==> src/rtl/hri_pkg.sv <==
package hri_pkg;
  localparam int HRI_DATA_W  = 8;
  localparam int HRI_ADDR_W  = 6;
  localparam int HRI_CHAN_W  = 5;
  localparam int HRI_STRM_W  = 2;
  localparam int HRI_MADDR_W = HRI_STRM_W + HRI_CHAN_W;
  localparam int CTRL_CONN_BIT = 4;
  localparam int CTRL_HALF_BIT = 3;

  typedef enum logic [1:0] {
    TGT_DATA    = 2'd0,
    TGT_CONN_LO = 2'd1,
    TGT_CONN_HI = 2'd2
  } tgt_e;

  typedef enum logic [1:0] {
    ST_IDLE = 2'd0,
    ST_WAIT = 2'd1,
    ST_ACK  = 2'd2
  } eng_st_e;

  function automatic tgt_e target_of(input logic [HRI_DATA_W-1:0] c);
    if (!c[CTRL_CONN_BIT]) return TGT_DATA;
    return c[CTRL_HALF_BIT] ? TGT_CONN_HI : TGT_CONN_LO;
  endfunction

  function automatic logic [HRI_MADDR_W-1:0] win_addr(input logic [HRI_DATA_W-1:0] c,
                                                      input logic [HRI_ADDR_W-1:0] a);
    return {c[HRI_STRM_W-1:0], a[HRI_CHAN_W-1:0]};
  endfunction

  function automatic logic is_window(input logic [HRI_ADDR_W-1:0] a);
    return a[HRI_ADDR_W-1];
  endfunction

  function automatic logic is_ctrl(input logic [HRI_ADDR_W-1:0] a);
    return a == '0;
  endfunction
endpackage

==> src/rtl/hri_sync.sv <==
module hri_sync #(
  parameter int W = 3,
  parameter int STAGES = 2,
  parameter logic [W-1:0] RST = '0
) (
  input  logic         clk,
  input  logic         rst_n,
  input  logic [W-1:0] d,
  output logic [W-1:0] q
);
  logic [W-1:0] stg [STAGES];

  for (genvar i = 0; i < STAGES; i++) begin : g_stage
    if (i == 0) begin : g_first
      always_ff @(posedge clk or negedge rst_n)
        if (!rst_n) stg[0] <= RST;
        else        stg[0] <= d;
    end else begin : g_next
      always_ff @(posedge clk or negedge rst_n)
        if (!rst_n) stg[i] <= RST;
        else        stg[i] <= stg[i-1];
    end
  end

  assign q = stg[STAGES-1];
endmodule

==> src/rtl/hri_engine.sv <==
module hri_engine
  import hri_pkg::*;
(
  input  logic                   clk,
  input  logic                   rst_n,
  input  logic                   act_s,
  input  logic                   rd_s,
  input  logic [HRI_ADDR_W-1:0]  addr,
  input  logic [HRI_DATA_W-1:0]  wdata,
  input  logic                   mem_grant,
  input  logic [HRI_DATA_W-1:0]  mem_rdata,
  output logic                   mem_req,
  output logic                   mem_we,
  output logic [1:0]             mem_sel,
  output logic [HRI_MADDR_W-1:0] mem_addr,
  output logic [HRI_DATA_W-1:0]  mem_wdata,
  output logic                   ack_pull,
  output logic [HRI_DATA_W-1:0]  rd_q
);
  eng_st_e                st;
  logic [HRI_DATA_W-1:0]  ctrl_q;
  logic                   m_we;
  tgt_e                   m_sel;
  logic [HRI_MADDR_W-1:0] m_addr;
  logic [HRI_DATA_W-1:0]  m_wd;

  tgt_e tgt;
  logic go_mem;
  logic host_start;
  logic grant_taken;
  logic abort_pending;

  assign tgt           = target_of(ctrl_q);
  assign go_mem        = is_window(addr) && !(!rd_s && tgt == TGT_DATA);
  assign host_start    = (st == ST_IDLE) && act_s;
  assign grant_taken   = mem_req && mem_grant;
  assign abort_pending = mem_req && !act_s;

  always_ff @(posedge clk or negedge rst_n) begin
    if (!rst_n) begin
      st     <= ST_IDLE;
      ctrl_q <= '0;
      rd_q   <= '0;
      m_we   <= 1'b0;
      m_sel  <= TGT_DATA;
      m_addr <= '0;
      m_wd   <= '0;
    end else begin
      case (st)
        ST_IDLE: if (host_start) begin
          if (go_mem) begin
            st     <= ST_WAIT;
            m_we   <= ~rd_s;
            m_sel  <= tgt;
            m_addr <= win_addr(ctrl_q, addr);
            m_wd   <= wdata;
          end else begin
            st <= ST_ACK;
            if (is_ctrl(addr)) begin
              if (rd_s) rd_q   <= ctrl_q;
              else      ctrl_q <= wdata;
            end else if (rd_s) begin
              rd_q <= '0;
            end
          end
        end
        ST_WAIT: begin
          if (grant_taken) begin
            if (!m_we) rd_q <= mem_rdata;
            st <= act_s ? ST_ACK : ST_IDLE;
          end else if (abort_pending) begin
            st <= ST_IDLE;
          end
        end
        ST_ACK: if (!act_s) st <= ST_IDLE;
        default: st <= ST_IDLE;
      endcase
    end
  end

  assign mem_req   = (st == ST_WAIT);
  assign ack_pull  = (st == ST_ACK);
  assign mem_we    = m_we;
  assign mem_sel   = m_sel;
  assign mem_addr  = m_addr;
  assign mem_wdata = m_wd;

  AST_REQ_HELD: assert property (@(posedge clk) disable iff (!rst_n)
    mem_req && !mem_grant && act_s |=> mem_req);
  AST_ACK_AFTER_GRANT: assert property (@(posedge clk) disable iff (!rst_n)
    ack_pull && $past(mem_req) |-> $past(mem_grant));
  AST_ACK_RELEASE: assert property (@(posedge clk) disable iff (!rst_n)
    ack_pull && !act_s |=> !ack_pull);
  AST_NO_DMEM_WRITE: assert property (@(posedge clk) disable iff (!rst_n)
    mem_req |-> !(mem_we && mem_sel == TGT_DATA));
  AST_ABORT_DROP: assert property (@(posedge clk) disable iff (!rst_n)
    abort_pending && !mem_grant |=> !mem_req && !ack_pull);
  AST_COLLIDE_NO_ACK: assert property (@(posedge clk) disable iff (!rst_n)
    grant_taken && !act_s |=> !ack_pull);
endmodule

==> src/rtl/host_strobe_port.sv <==
module host_strobe_port
  import hri_pkg::*;
#(
  parameter int SYNC_STAGES = 2
) (
  input  logic                   clk,
  input  logic                   rst_n,
  input  logic                   hst_cs_n,
  input  logic                   hst_ds,
  input  logic                   hst_rd_wr,
  input  logic [HRI_ADDR_W-1:0]  hst_addr,
  input  logic [HRI_DATA_W-1:0]  hst_d_i,
  output logic [HRI_DATA_W-1:0]  hst_d_o,
  output logic                   hst_d_oe,
  output logic                   hst_ack_pull,
  output logic                   mem_req,
  input  logic                   mem_grant,
  output logic                   mem_we,
  output logic [1:0]             mem_sel,
  output logic [HRI_MADDR_W-1:0] mem_addr,
  output logic [HRI_DATA_W-1:0]  mem_wdata,
  input  logic [HRI_DATA_W-1:0]  mem_rdata
);
  logic [2:0] raw_hs;
  logic [2:0] syn_hs;
  logic       act_s;
  logic       rd_s;

  assign raw_hs = {hst_cs_n, hst_ds, hst_rd_wr};

  hri_sync #(.W(3), .STAGES(SYNC_STAGES), .RST(3'b100)) u_sync (
    .clk(clk), .rst_n(rst_n), .d(raw_hs), .q(syn_hs)
  );

  assign act_s = ~syn_hs[2] & syn_hs[1];
  assign rd_s  = syn_hs[0];

  hri_engine u_eng (
    .clk(clk), .rst_n(rst_n), .act_s(act_s), .rd_s(rd_s),
    .addr(hst_addr), .wdata(hst_d_i),
    .mem_grant(mem_grant), .mem_rdata(mem_rdata),
    .mem_req(mem_req), .mem_we(mem_we), .mem_sel(mem_sel),
    .mem_addr(mem_addr), .mem_wdata(mem_wdata),
    .ack_pull(hst_ack_pull), .rd_q(hst_d_o)
  );

  assign hst_d_oe = ~hst_cs_n & hst_ds & hst_rd_wr;
endmodule

==> config.mk <==
export PLATFORM = sky130hd
export DESIGN_NAME = host_strobe_port
export DESIGN_NICKNAME = d
export VERILOG_FILES = /design/src/rtl/hri_pkg.sv /design/src/rtl/hri_sync.sv /design/src/rtl/hri_engine.sv /design/src/rtl/host_strobe_port.sv
export SDC_FILE = /design/constraint.sdc
export NUM_CORES = 1
export LEC_CHECK = 0
export ABC_AREA = 1
export BUFFER_PORTS_ARGS = -buffer_cell sky130_fd_sc_hd__buf_2
export CORE_MARGIN = 2
export CORE_UTILIZATION = 50
export DETAILED_ROUTE_END_ITERATION = 6
export PLACE_DENSITY = 0.78
export SYNTH_ARGS = -nofsm -noshare
export SYNTH_HDL_FRONTEND = slang
export SYNTH_SLANG_ARGS = --single-unit
export TNS_END_PERCENT = 10
==> constraint.sdc <==
create_clock -name clk -period 1.7 [get_ports clk]
set_input_delay 0.17 -clock clk [delete_from_list [all_inputs] [get_ports clk]]
set_output_delay 0.17 -clock clk [all_outputs]
set_load 0.005 [all_outputs]
==> results.py <==
metrics = {
    "run_status": {
        "status": "finished clean",
    },
    "drt": {
        "route.detailed.wl_per_inst_um": 11.4,
        "dr.pass1.iters": 5,
        "avgViaCountPerCell": 4.77,
        "drt_iter0_drc": 60,
        "vias": 1599,
        "drtAntennaViolNets": 0,
        "wirelength_mm": 3.83,
        "post-route-drc-count": 0,
    },
    "setup_path": {
        "cp_slowest_cell": "sky130_fd_sc_hd__dfrtp_1",
        "timing.critical_path.slowest_cell_delay_ns": 0.44,
        "required_ns": 1.89,
        "timing_worst_setup_path_type": "register to register",
        "path_max_fanout": 26,
        "worstSetupStartpointType": "register",
        "crit_chain": "nor2_4 -> nand3_2 -> nor2_2 -> inv_2 -> buf_12 -> nand2_1 -> o21ai_2",
        "crit_path_end_kind": "register",
        "worstPathArrival_ns": 1.62,
    },
    "grt": {
        "antenna_found_initial": 0,
        "total_global_routing_overflow": 0,
        "grt_use_met1": 0.245,
        "grt_pass1_vias": 1552,
        "grt_start_max_net_pins": 27,
        "globalRouteMet3Util": 0.0545,
        "grt_use_total": 0.200,
        "grt_busiest_layer": "met2",
        "grt_pass1_wl_mm": 6.58,
        "globalRouteMet2Util": 0.343,
    },
    "power_and_ir_drop": {
        "cellPowerDensity_nw_per_um2": 1230,
        "vdd_drop_max_mv": 0.849,
        "design_power_total_mw": 2.96,
        "cellLeakagePower_nw": 1.37,
    },
    "place": {
        "hpwlAfterDp_mm": 2.91,
        "gp_congestion": 0.834,
        "place.detailed.instances": 323,
        "placed_cell_area_um2": 2260,
        "portBuffers": 56,
    },
    "sta": {
        "fin_skew_ns": 0.00461,
        "timing_max_transition_violations_final": 0,
        "relative_slew_margins": 0.673,
        "setup_total_negative_slack_ns": 0,
        "max_freq_mhz": 699,
        "hold_violations": 0,
        "fin_crit_share": 0.842,
        "final.min_clock_period_ns": 1.43,
        "worstMarginPinSlew_ns": 0.491,
        "setup-violations-final": 0,
        "unrepaired_setup_endpoints_after_global_routing": "false",
    },
    "layout": {
        "antenna_cells": 0,
        "syn_to_final_growth_pct": 25.3,
        "layout-drive-gt1-share": 0.366,
        "finalNonFillerCells": 335,
        "design_area_um2": 2420,
        "design.final.nets": 314,
        "filler_cell_count": 333,
    },
    "floorplanning": {
        "die_width_um": 66.1,
        "die_h_um": 66.1,
        "die_footprint_um2": 4370,
        "core_um2": 3690,
        "num_io_pins": 57,
        "initial_utilization": 0.523,
        "rows": 22,
    },
    "cts": {
        "postCtsHoldBufs": 4,
        "tritoncts": "built",
        "tritoncts.num_buffers": 5,
        "insertion_delay_ns": 0.29,
        "cts-root-to-sink-buffers": 2,
        "cts-htree-levels": 2,
        "ctsRootBufferMaster": "sky130_fd_sc_hd__clkbuf_8",
        "cts.sink_count": 42,
        "cts-resized-gates": 0,
        "path_clk_slew_ns": 0.08,
        "post_cts.repair.setup_buffers": 0,
    },
    "yosys": {
        "synth.area.top_cells": "sky130_fd_sc_hd__dfrtp_1, sky130_fd_sc_hd__nand2_1, sky130_fd_sc_hd__o21ai_2, sky130_fd_sc_hd__inv_1, sky130_fd_sc_hd__o21ai_0",
        "synth.yosys.seq_area_share": 0.546,
        "combinational_family_with_the_most_area_after_synthesis": "simple AND/OR/NAND/NOR gates",
        "synthXorXnorAreaFrac": 0,
        "synth_compound_gate_area_share": 0.0993,
        "simple_logic_cell_fraction_of_the_synthesized_area": 0.271,
        "synth_area_per_cell_um2": 8.72,
        "syn_inst": 221,
        "synth_top_cell_area_share": 0.519,
        "yosys.area.top_type": "sky130_fd_sc_hd__dfrtp_1",
        "synth_nets": 249,
        "synthMuxAreaShare": 0,
        "yosys.cell_types.count": 20,
        "synth-seq-cells": 42,
        "syn_area_um2": 1930,
        "post_synth_fa_ha_maj_area_fraction": 0,
        "synth_warnings": 0,
    },
    "worst_hold_path": {
        "hold_path.class": "input pin to register",
    },
    "run": {
        "timing.max_cap.violations": 0,
    },
}
cell usage after synthesis:
cell type,instances
sky130_fd_sc_hd__nand3_2,3
sky130_fd_sc_hd__inv_1,22
sky130_fd_sc_hd__nand2_4,1
sky130_fd_sc_hd__nor2_2,4
sky130_fd_sc_hd__dfstp_2,2
sky130_fd_sc_hd__o21ai_2,12
sky130_fd_sc_hd__nand2_2,8
sky130_fd_sc_hd__a21oi_1,1
sky130_fd_sc_hd__dfrtp_1,40
sky130_fd_sc_hd__nor2_4,2
sky130_fd_sc_hd__buf_4,1
sky130_fd_sc_hd__nor3_1,1
sky130_fd_sc_hd__o22ai_1,1
sky130_fd_sc_hd__o21ai_0,15
sky130_fd_sc_hd__nor2_1,7
sky130_fd_sc_hd__or2_2,2
sky130_fd_sc_hd__inv_2,4
sky130_fd_sc_hd__nand3_1,1
sky130_fd_sc_hd__buf_6,5
sky130_fd_sc_hd__nand2_1,89
logic make-up after synthesis:
family / count (synthesis)
AO/OA/AOI/OAI: 29
flip-flops: 42
buffers and inverters: 32
AND/OR/NAND/NOR: 118
stage by stage:
stage	setup WS [ns]	hold slack, ns	util
after floorplan	0.447	-0.126	-
after global placement	0.329	0.160	0.613
after detailed placement	0.273	0.167	0.613
after CTS	0.263	0.0708	0.655
after global routing	0.160	0.0901	0.655
final	0.269	0.0805	0.655
registers in the layout (all words and copies together) (netlist names):
name and cells:
u_eng.ctrl_q 8, u_eng.mem_addr 7, u_eng.mem_sel 2, u_eng.mem_wdata 8, u_eng.mem_we 1, u_eng.rd_q 8, u_eng.st 2, u_sync.q 3
u_sync.stg 3
metal layers:
layer | vias up | routed length [um]
li1 | 805 | -
met2 | 50 | 1870
met1 | 741 | 1690
met3 | 3 | 233
met5 | - | 0
met4 | 0 | 34
path summary, 6_finish.rpt:
path	slack (ns)	cells after the start	startpoint	to
hold reg to reg	0.36	0	u_sync.stg[5]$_DFF_PN1_	u_sync.q[2]$_DFF_PN1_
max in group asynchronous	0.86	3	rst_n	u_eng.st[1]$_DFFE_PN0P_
setup reg to reg	0.27	7	u_eng.st[0]$_DFFE_PN0P_	u_eng.mem_wdata[2]$_DFFE_PN0P_
min in group asynchronous	0.37	2	rst_n	u_eng.mem_wdata[4]$_DFFE_PN0P_
hold / removal	0.08	3	hst_addr[3]	u_eng.mem_addr[3]$_DFFE_PN0P_
setup / recovery	0.27	7	u_eng.st[0]$_DFFE_PN0P_	u_eng.mem_wdata[2]$_DFFE_PN0P_
layout make-up:
class                   instances  area [um^2]  share of cell area
flip-flops and latches         42         1050               0.436
multi-input cells             147          713               0.295
inverters                      26         97.6              0.0404
clock buffers                   7         86.3              0.0357
repair buffers                 64          375               0.155
clock inverters                 1         30.0              0.0124
well taps                      48         60.1              0.0249
report_power, final:
part | switching [mW] | total, mW | internal (mW)
logic | 0.418 | 0.778 | 0.360
registers | 0.142 | 1.36 | 1.22
clock network | 0.340 | 0.819 | 0.479
critical path: cells and delay by family, from the launching register on:
kind | cells | cell delay [ns]
DFF | 1 | 0.44
and+or+nand+nor | 4 | 0.58
AOI/OAI and AO/OA | 1 | 0.05
buffers and inverters | 2 | 0.25
placed cells by master (no fill, tap or decap):
| cell | count |
|---|---|
| sky130_fd_sc_hd__dfstp_2 | 2 |
| sky130_fd_sc_hd__o21ai_0 | 15 |
| sky130_fd_sc_hd__inv_1 | 22 |
| sky130_fd_sc_hd__nand2_1 | 89 |
| sky130_fd_sc_hd__nor2_4 | 2 |
| sky130_fd_sc_hd__buf_2 | 56 |
| sky130_fd_sc_hd__inv_2 | 4 |
| sky130_fd_sc_hd__dfrtp_1 | 40 |
| sky130_fd_sc_hd__clkbuf_8 | 6 |
| sky130_fd_sc_hd__nand2_4 | 1 |
| sky130_fd_sc_hd__nor2_1 | 7 |
| sky130_fd_sc_hd__clkbuf_1 | 1 |
| sky130_fd_sc_hd__nor2_2 | 4 |
| sky130_fd_sc_hd__bufinv_16 | 1 |
| sky130_fd_sc_hd__dlygate4sd3_1 | 4 |
| sky130_fd_sc_hd__buf_12 | 2 |
| sky130_fd_sc_hd__nand3_2 | 3 |
| sky130_fd_sc_hd__or2_2 | 2 |
| sky130_fd_sc_hd__nand2_2 | 8 |
| sky130_fd_sc_hd__a21oi_1 | 1 |
| sky130_fd_sc_hd__o22ai_1 | 1 |
| sky130_fd_sc_hd__o21ai_2 | 12 |
| sky130_fd_sc_hd__nor3_1 | 1 |
| sky130_fd_sc_hd__nand3_1 | 1 |
| sky130_fd_sc_hd__buf_4 | 2 |
No activity file was read; power rests on OpenSTA's default activity.
